==> config.mk <==
export PLATFORM = sky130hd
export DESIGN_NAME = serial_adc_seq
export DESIGN_NICKNAME = d
export VERILOG_FILES = /design/src/rtl/adcseq_pkg.sv /design/src/rtl/adcseq_ctrl.sv /design/src/rtl/adcseq_shifter.sv /design/src/rtl/serial_adc_seq.sv
export SDC_FILE = /design/constraint.sdc
export NUM_CORES = 1
export LEC_CHECK = 0
export ABC_AREA = 1
export ABC_CLOCK_PERIOD_IN_PS = 3700
export BUFFER_PORTS_ARGS = -buffer_cell sky130_fd_sc_hd__buf_2
export CAP_MARGIN = 20
export CORE_MARGIN = 2
export CORE_UTILIZATION = 60
export CTS_BUF_LIST = sky130_fd_sc_hd__clkbuf_8 sky130_fd_sc_hd__clkbuf_16
export DETAILED_ROUTE_END_ITERATION = 6
export PLACE_DENSITY = 0.86
export SLEW_MARGIN = 20
export SYNTH_ARGS = -nofsm -noshare
export SYNTH_HDL_FRONTEND = slang
export SYNTH_SLANG_ARGS = --single-unit
==> constraint.sdc <==
create_clock -name clk -period 3.7 [get_ports clk]
set_input_delay 0.185 -clock clk [delete_from_list [all_inputs] [get_ports clk]]
set_output_delay 0.185 -clock clk [all_outputs]
set_load 0.03 [all_outputs]
==> src/rtl/adcseq_pkg.sv <==
package adcseq_pkg;

  typedef enum logic [2:0] {
    ST_IDLE,
    ST_CONV,
    ST_WAIT,
    ST_SCK_HI,
    ST_SCK_LO,
    ST_CAPT,
    ST_STIM,
    ST_DONE
  } seq_state_e;

  typedef struct packed {
    logic conv_n;
    logic cs_n;
    logic sclk;
    logic bit_stb;
    logic cap_we;
    logic stim_clk;
    logic done;
  } pins_t;

  // Output levels that belong to each sequencer state
  function automatic pins_t pins_of(seq_state_e s);
    pins_t p;
    p.conv_n   = (s != ST_CONV);
    p.cs_n     = !((s == ST_SCK_HI) || (s == ST_SCK_LO));
    p.sclk     = (s == ST_SCK_HI);
    p.bit_stb  = (s == ST_SCK_LO);
    p.cap_we   = (s == ST_CAPT);
    p.stim_clk = (s == ST_STIM);
    p.done     = (s == ST_DONE);
    return p;
  endfunction

endpackage

==> src/rtl/adcseq_ctrl.sv <==
module adcseq_ctrl
  import adcseq_pkg::*;
#(
  parameter int DATA_W = 16,
  parameter int ADDR_W = 22,
  parameter int STEP_W = 8
) (
  input  logic              clk,
  input  logic              rst,
  input  logic              start,
  input  logic [ADDR_W:0]   num_samples,
  input  logic [STEP_W-1:0] conv_steps,
  input  logic [STEP_W-1:0] wait_steps,
  output pins_t             pins_q,
  output logic [ADDR_W-1:0] addr_q,
  output logic              shift_en,
  output logic              shift_clr
);

  localparam int BIT_W = (DATA_W > 1) ? $clog2(DATA_W) : 1;
  localparam logic [BIT_W-1:0] LAST_BIT = BIT_W'(DATA_W - 1);
  localparam logic [STEP_W-1:0] ONE_STEP = STEP_W'(1);

  seq_state_e        st_q, st_d;
  logic [STEP_W-1:0] cnt_q, cnt_d;
  logic [BIT_W-1:0]  bit_q, bit_d;
  logic [ADDR_W:0]   left_q, left_d;
  logic [ADDR_W-1:0] addr_d;
  logic [STEP_W-1:0] conv_len, wait_len;

  assign conv_len = (conv_steps == '0) ? ONE_STEP : conv_steps;
  assign wait_len = (wait_steps == '0) ? ONE_STEP : wait_steps;

  always_comb begin
    st_d   = st_q;
    cnt_d  = cnt_q;
    bit_d  = bit_q;
    left_d = left_q;
    addr_d = addr_q;
    case (st_q)
      ST_IDLE, ST_DONE: begin
        if (start) begin
          left_d = num_samples;
          addr_d = '0;
          if (num_samples == '0) begin
            st_d = ST_DONE;
          end else begin
            st_d  = ST_CONV;
            cnt_d = conv_len;
          end
        end
      end
      ST_CONV: begin
        if (cnt_q <= ONE_STEP) begin
          st_d  = ST_WAIT;
          cnt_d = wait_len;
        end else begin
          cnt_d = cnt_q - ONE_STEP;
        end
      end
      ST_WAIT: begin
        if (cnt_q <= ONE_STEP) begin
          st_d  = ST_SCK_HI;
          bit_d = '0;
        end else begin
          cnt_d = cnt_q - ONE_STEP;
        end
      end
      ST_SCK_HI: st_d = ST_SCK_LO;
      ST_SCK_LO: begin
        if (bit_q == LAST_BIT) begin
          st_d = ST_CAPT;
        end else begin
          bit_d = bit_q + 1'b1;
          st_d  = ST_SCK_HI;
        end
      end
      ST_CAPT: st_d = ST_STIM;
      ST_STIM: begin
        addr_d = addr_q + 1'b1;
        left_d = left_q - 1'b1;
        if (left_q <= (ADDR_W+1)'(1)) begin
          st_d = ST_DONE;
        end else begin
          st_d  = ST_CONV;
          cnt_d = conv_len;
        end
      end
      default: st_d = ST_IDLE;
    endcase
  end

  // Word register controls follow the next state, so they line up with the registered pins
  assign shift_en  = (st_d == ST_SCK_LO);
  assign shift_clr = (st_d == ST_CONV) && (st_q != ST_CONV);

  always_ff @(posedge clk) begin
    if (rst) begin
      st_q   <= ST_IDLE;
      cnt_q  <= '0;
      bit_q  <= '0;
      left_q <= '0;
      addr_q <= '0;
      pins_q <= pins_of(ST_IDLE);
    end else begin
      st_q   <= st_d;
      cnt_q  <= cnt_d;
      bit_q  <= bit_d;
      left_q <= left_d;
      addr_q <= addr_d;
      pins_q <= pins_of(st_d);
    end
  end

endmodule

==> src/rtl/adcseq_shifter.sv <==
module adcseq_shifter #(
  parameter int DATA_W = 16
) (
  input  logic              clk,
  input  logic              rst,
  input  logic              clr,
  input  logic              en,
  input  logic              sdata,
  output logic [DATA_W-1:0] word_q
);

  always_ff @(posedge clk) begin
    if (rst || clr) begin
      word_q <= '0;
    end else if (en) begin
      word_q <= {word_q[DATA_W-2:0], sdata};
    end
  end

endmodule

==> src/rtl/serial_adc_seq.sv <==
module serial_adc_seq
  import adcseq_pkg::*;
#(
  parameter int DATA_W = 16,
  parameter int ADDR_W = 22,
  parameter int STEP_W = 8
) (
  input  logic              clk,
  input  logic              rst,
  input  logic              start,
  input  logic [ADDR_W:0]   num_samples,
  input  logic [STEP_W-1:0] conv_steps,
  input  logic [STEP_W-1:0] wait_steps,
  input  logic              sdata,
  output logic              conv_n,
  output logic              cs_n,
  output logic              sclk,
  output logic              bit_stb,
  output logic              cap_we,
  output logic [ADDR_W-1:0] cap_addr,
  output logic [DATA_W-1:0] cap_data,
  output logic              stim_clk,
  output logic              done
);

  pins_t pins;
  logic  shift_en;
  logic  shift_clr;

  adcseq_ctrl #(
    .DATA_W(DATA_W),
    .ADDR_W(ADDR_W),
    .STEP_W(STEP_W)
  ) ctrl_i (
    .clk        (clk),
    .rst        (rst),
    .start      (start),
    .num_samples(num_samples),
    .conv_steps (conv_steps),
    .wait_steps (wait_steps),
    .pins_q     (pins),
    .addr_q     (cap_addr),
    .shift_en   (shift_en),
    .shift_clr  (shift_clr)
  );

  adcseq_shifter #(
    .DATA_W(DATA_W)
  ) shift_i (
    .clk   (clk),
    .rst   (rst),
    .clr   (shift_clr),
    .en    (shift_en),
    .sdata (sdata),
    .word_q(cap_data)
  );

  assign conv_n   = pins.conv_n;
  assign cs_n     = pins.cs_n;
  assign sclk     = pins.sclk;
  assign bit_stb  = pins.bit_stb;
  assign cap_we   = pins.cap_we;
  assign stim_clk = pins.stim_clk;
  assign done     = pins.done;

endmodule

==> flow_metrics.tcl <==
set metrics [dict create \
    drc 0 \
    grt_pass1_vias 4585 \
    grt_pass1_wl_um 19500 \
    worstPathMaxFanout 25 \
    powerDensity_nw_per_um2 611 \
    postCtsHoldBufs 0 \
    p_leak_nw 2.43 \
    setup_viol 0 \
    period_share_pct 65.4 \
    yosys.cell_types.count 39 \
    clock_latency_ps 370 \
    synth_edf_count 0 \
    ir_worst_vdd_uv 406 \
    syn_inst 721 \
    outcome "finished, final reports clean" \
    synth.avg_cell_area_sq_um 6.37 \
    port_buffers 87 \
    grt_usage_pct 28.0 \
    cts.htree.levels 3 \
    antenna_found_initial 0 \
    syn-cell-area_sq_um 4590 \
    synthArstFlopShare_pct 0 \
    drv_cap 0 \
    start_kind "register" \
    synthFlopType "dfxtp_1" \
    core_area_sq_um 7330 \
    cp_data_arrival_time_ps 2720 \
    yosysWarnings 0 \
    drt-pass1-iter-count 6 \
    rsz0062_at_grt "no" \
    r2r-end "ctrl_i.left_q[17]" \
    ios 88 \
    fmax_mhz 413 \
    holdPathStages 3 \
    whs_endpoint "ctrl_i.left_q[5]" \
    rows 31 \
    dp_hpwl_um 8330 \
    gp_congestion 0.888 \
    cts_setup_buffers 0 \
    die_h_um 91.5 \
    cts_buffer_depth 2 \
    cts_tree "yes" \
    fillerInstances 628 \
    wire_per_inst_um 12.5 \
    viasPerCell 5.45 \
    initial_core_util_pct 62.7 \
    cts_sinks 83 \
    drive_above_1_share_pct 15.2 \
    antennaDiodeCount 0 \
    ys_seq_area_share_pct 36.2 \
    ys_seq_elements 83 \
    min_from "num_samples[5]" \
    synth_nets 770 \
    final.min_clock_period_ps 2420 \
    root_buffer "clkbuf_8" \
    die_w_um 91.5 \
    area_growth_pct 14.9 \
    cts_buffers 9 \
    die_area_sq_um 8370 \
    worstMarginPinSlew_ps 678 \
    drt_iter0_markers 397 \
    hold_viol_final 0 \
    relSlewSlack_pct 54.8 \
    cp.required_ps 4000 \
    finalInstanceArea_sq_um 5280 \
    final.setup.tns_ps 0 \
    min_path_type "in2reg" \
    fin_skew_ps 8.59 \
    wl_um 11400 \
    timing.rr.start "ctrl_i.st_q[1]" \
    post_cts_resized 0 \
    path_clk_slew_ps 90 \
    ant_nets 0 \
    dpl-instance-area_sq_um 5100 \
    cp-end-kind "register" \
    crit_type "reg2reg" \
    vias 4949 \
    grt_start_max_net_pins 47 \
    r2r_slack_ps 1280 \
    final_max_slew_viol_count 0 \
    reg2reg_depth 10 \
    num-nets-final 853 \
    p_total_mw 3.22 \
    grt-ovfl-total 0 \
]
-- layout make-up --
type | count | area [sq um] | area share, %
Multi-Input combinational cell | 518 | 2470 | 46.7
Tap cell | 99 | 124 | 2.35
Inverter | 101 | 379 | 7.18
Clock inverter | 7 | 57.6 | 1.09
Timing Repair Buffer | 91 | 465 | 8.82
Sequential cell | 83 | 1660 | 31.5
Clock buffer | 9 | 124 | 2.35
-- sequential cells by signal, indices dropped and copies added, names as in the netlist --
name and flops:
ctrl_i.left_q 23, ctrl_i.addr_q 22, shift_i.word_q 16, ctrl_i.cnt_q 8
ctrl_i.pins_q 7, ctrl_i.bit_q 4, ctrl_i.st_q 3
-- synth_stat cells (2+ instances only) --
cell type / number / area, sq um
a22oi_1: 2 / 15.0
nand3_1: 33 / 165
xnor2_1: 2 / 17.5
a21oi_1: 29 / 145
nand2_2: 4 / 25.0
buf_1: 3 / 11.3
a221oi_1: 5 / 43.8
nand2_1: 189 / 709
a31oi_1: 10 / 62.6
xor2_1: 9 / 78.8
and3_1: 2 / 12.5
nor4_1: 3 / 18.8
nand4_1: 10 / 62.6
inv_2: 2 / 7.51
a211oi_1: 10 / 75.1
ha_1: 6 / 75.1
o21ai_0: 26 / 130
nor2_2: 4 / 25.0
inv_1: 97 / 364
or2_2: 2 / 12.5
clkbuf_1: 10 / 37.5
o21bai_1: 2 / 15.0
dfxtp_1: 83 / 1660
nor2_1: 128 / 480
o221ai_1: 7 / 61.3
buf_2: 5 / 25.0
nor3_1: 16 / 80.1
o211ai_1: 8 / 60.1
o31ai_1: 3 / 22.5
clkinv_1: 2 / 7.51
-- cells by family (layout without fill, tap and decap cells) --
group / count (synthesis) / after routing / synth area share (%)
XOR/XNOR: 11 / 11 / 2.10
AND/OR/NAND/NOR: 394 / 394 / 35.4
adder cells (fa/ha/maj): 6 / 6 / 1.63
AO/OA/AOI/OAI: 107 / 107 / 14.6
flip-flops: 83 / 83 / 36.2
buffers and inverters: 120 / 208 / 10.1
-- through the flow --
stage          hold slack, ps  instances  setup WS [ps]  util, %
5_1_grt                   119        908           1030     72.0
6_report                 95.3        908           1280     72.0
4_1_cts                  82.4        908           1330     72.0
3_3_place_gp              454        892           1490     69.5
2_1_floorplan             352        721           1740        -
3_5_place_dp              475        892           1350     69.5
-- critical path: stages, from the launching register on --
cell,delay (ps)
dfxtp_1,430
inv_1,120
nand3_1,130
o21ai_2,100
nand2_2,400
inv_1,170
nor2_4,410
inv_1,200
o21ai_0,190
inv_1,60
a21oi_1,140
-- routing by layer --
layer | GRT usage [%] | vias up | wire length [um]
met2 | 46.1 | 184 | 5330
met3 | 4.32 | 23 | 733
met5 | 0 | - | 0
met4 | 14.0 | 0 | 211
met1 | 35.5 | 2252 | 5070
li1 | - | 2490 | -
-- power by group --
group | internal (mW) | switching (mW)
combinational | 0.466 | 1.01
clock | 0.253 | 0.361
sequential | 1.02 | 0.114
-- how the worst max path moves through the flow --
| stage | start | end | depth (start not counted) | slack [ps] |
|---|---|---|---|---|
| finish | ctrl_i.st_q[1] | ctrl_i.left_q[17] | 10 | 1280 |
| global route | ctrl_i.st_q[1] | ctrl_i.left_q[17] | 10 | 1030 |
| CTS | ctrl_i.st_q[1] | ctrl_i.left_q[17] | 10 | 1330 |
| detailed placement | ctrl_i.st_q[1] | ctrl_i.left_q[17] | 10 | 1350 |
| global placement | ctrl_i.st_q[1] | ctrl_i.left_q[21] | 10 | 1490 |
| floorplan | ctrl_i.addr_q[0] | ctrl_i.addr_q[20] | 12 | 1740 |
-- layout by cell type (no fill, tap or decap), types with 4 or more instances in the layout --
| cell type | n |
|---|---|
| buf_2 | 87 |
| clkbuf_8 | 9 |
| nand3_1 | 33 |
| a31oi_1 | 10 |
| buf_4 | 4 |
| xor2_1 | 9 |
| a211oi_1 | 10 |
| nand2_1 | 189 |
| o221ai_1 | 7 |
| ha_1 | 6 |
| inv_1 | 97 |
| a221oi_1 | 5 |
| nor3_1 | 16 |
| dfxtp_1 | 83 |
| o21ai_0 | 26 |
| nor2_2 | 4 |
| nand4_1 | 10 |
| nand2_2 | 4 |
| a21oi_1 | 29 |
| o211ai_1 | 8 |
| nor2_1 | 128 |
Power figures use the tool's default switching activity.
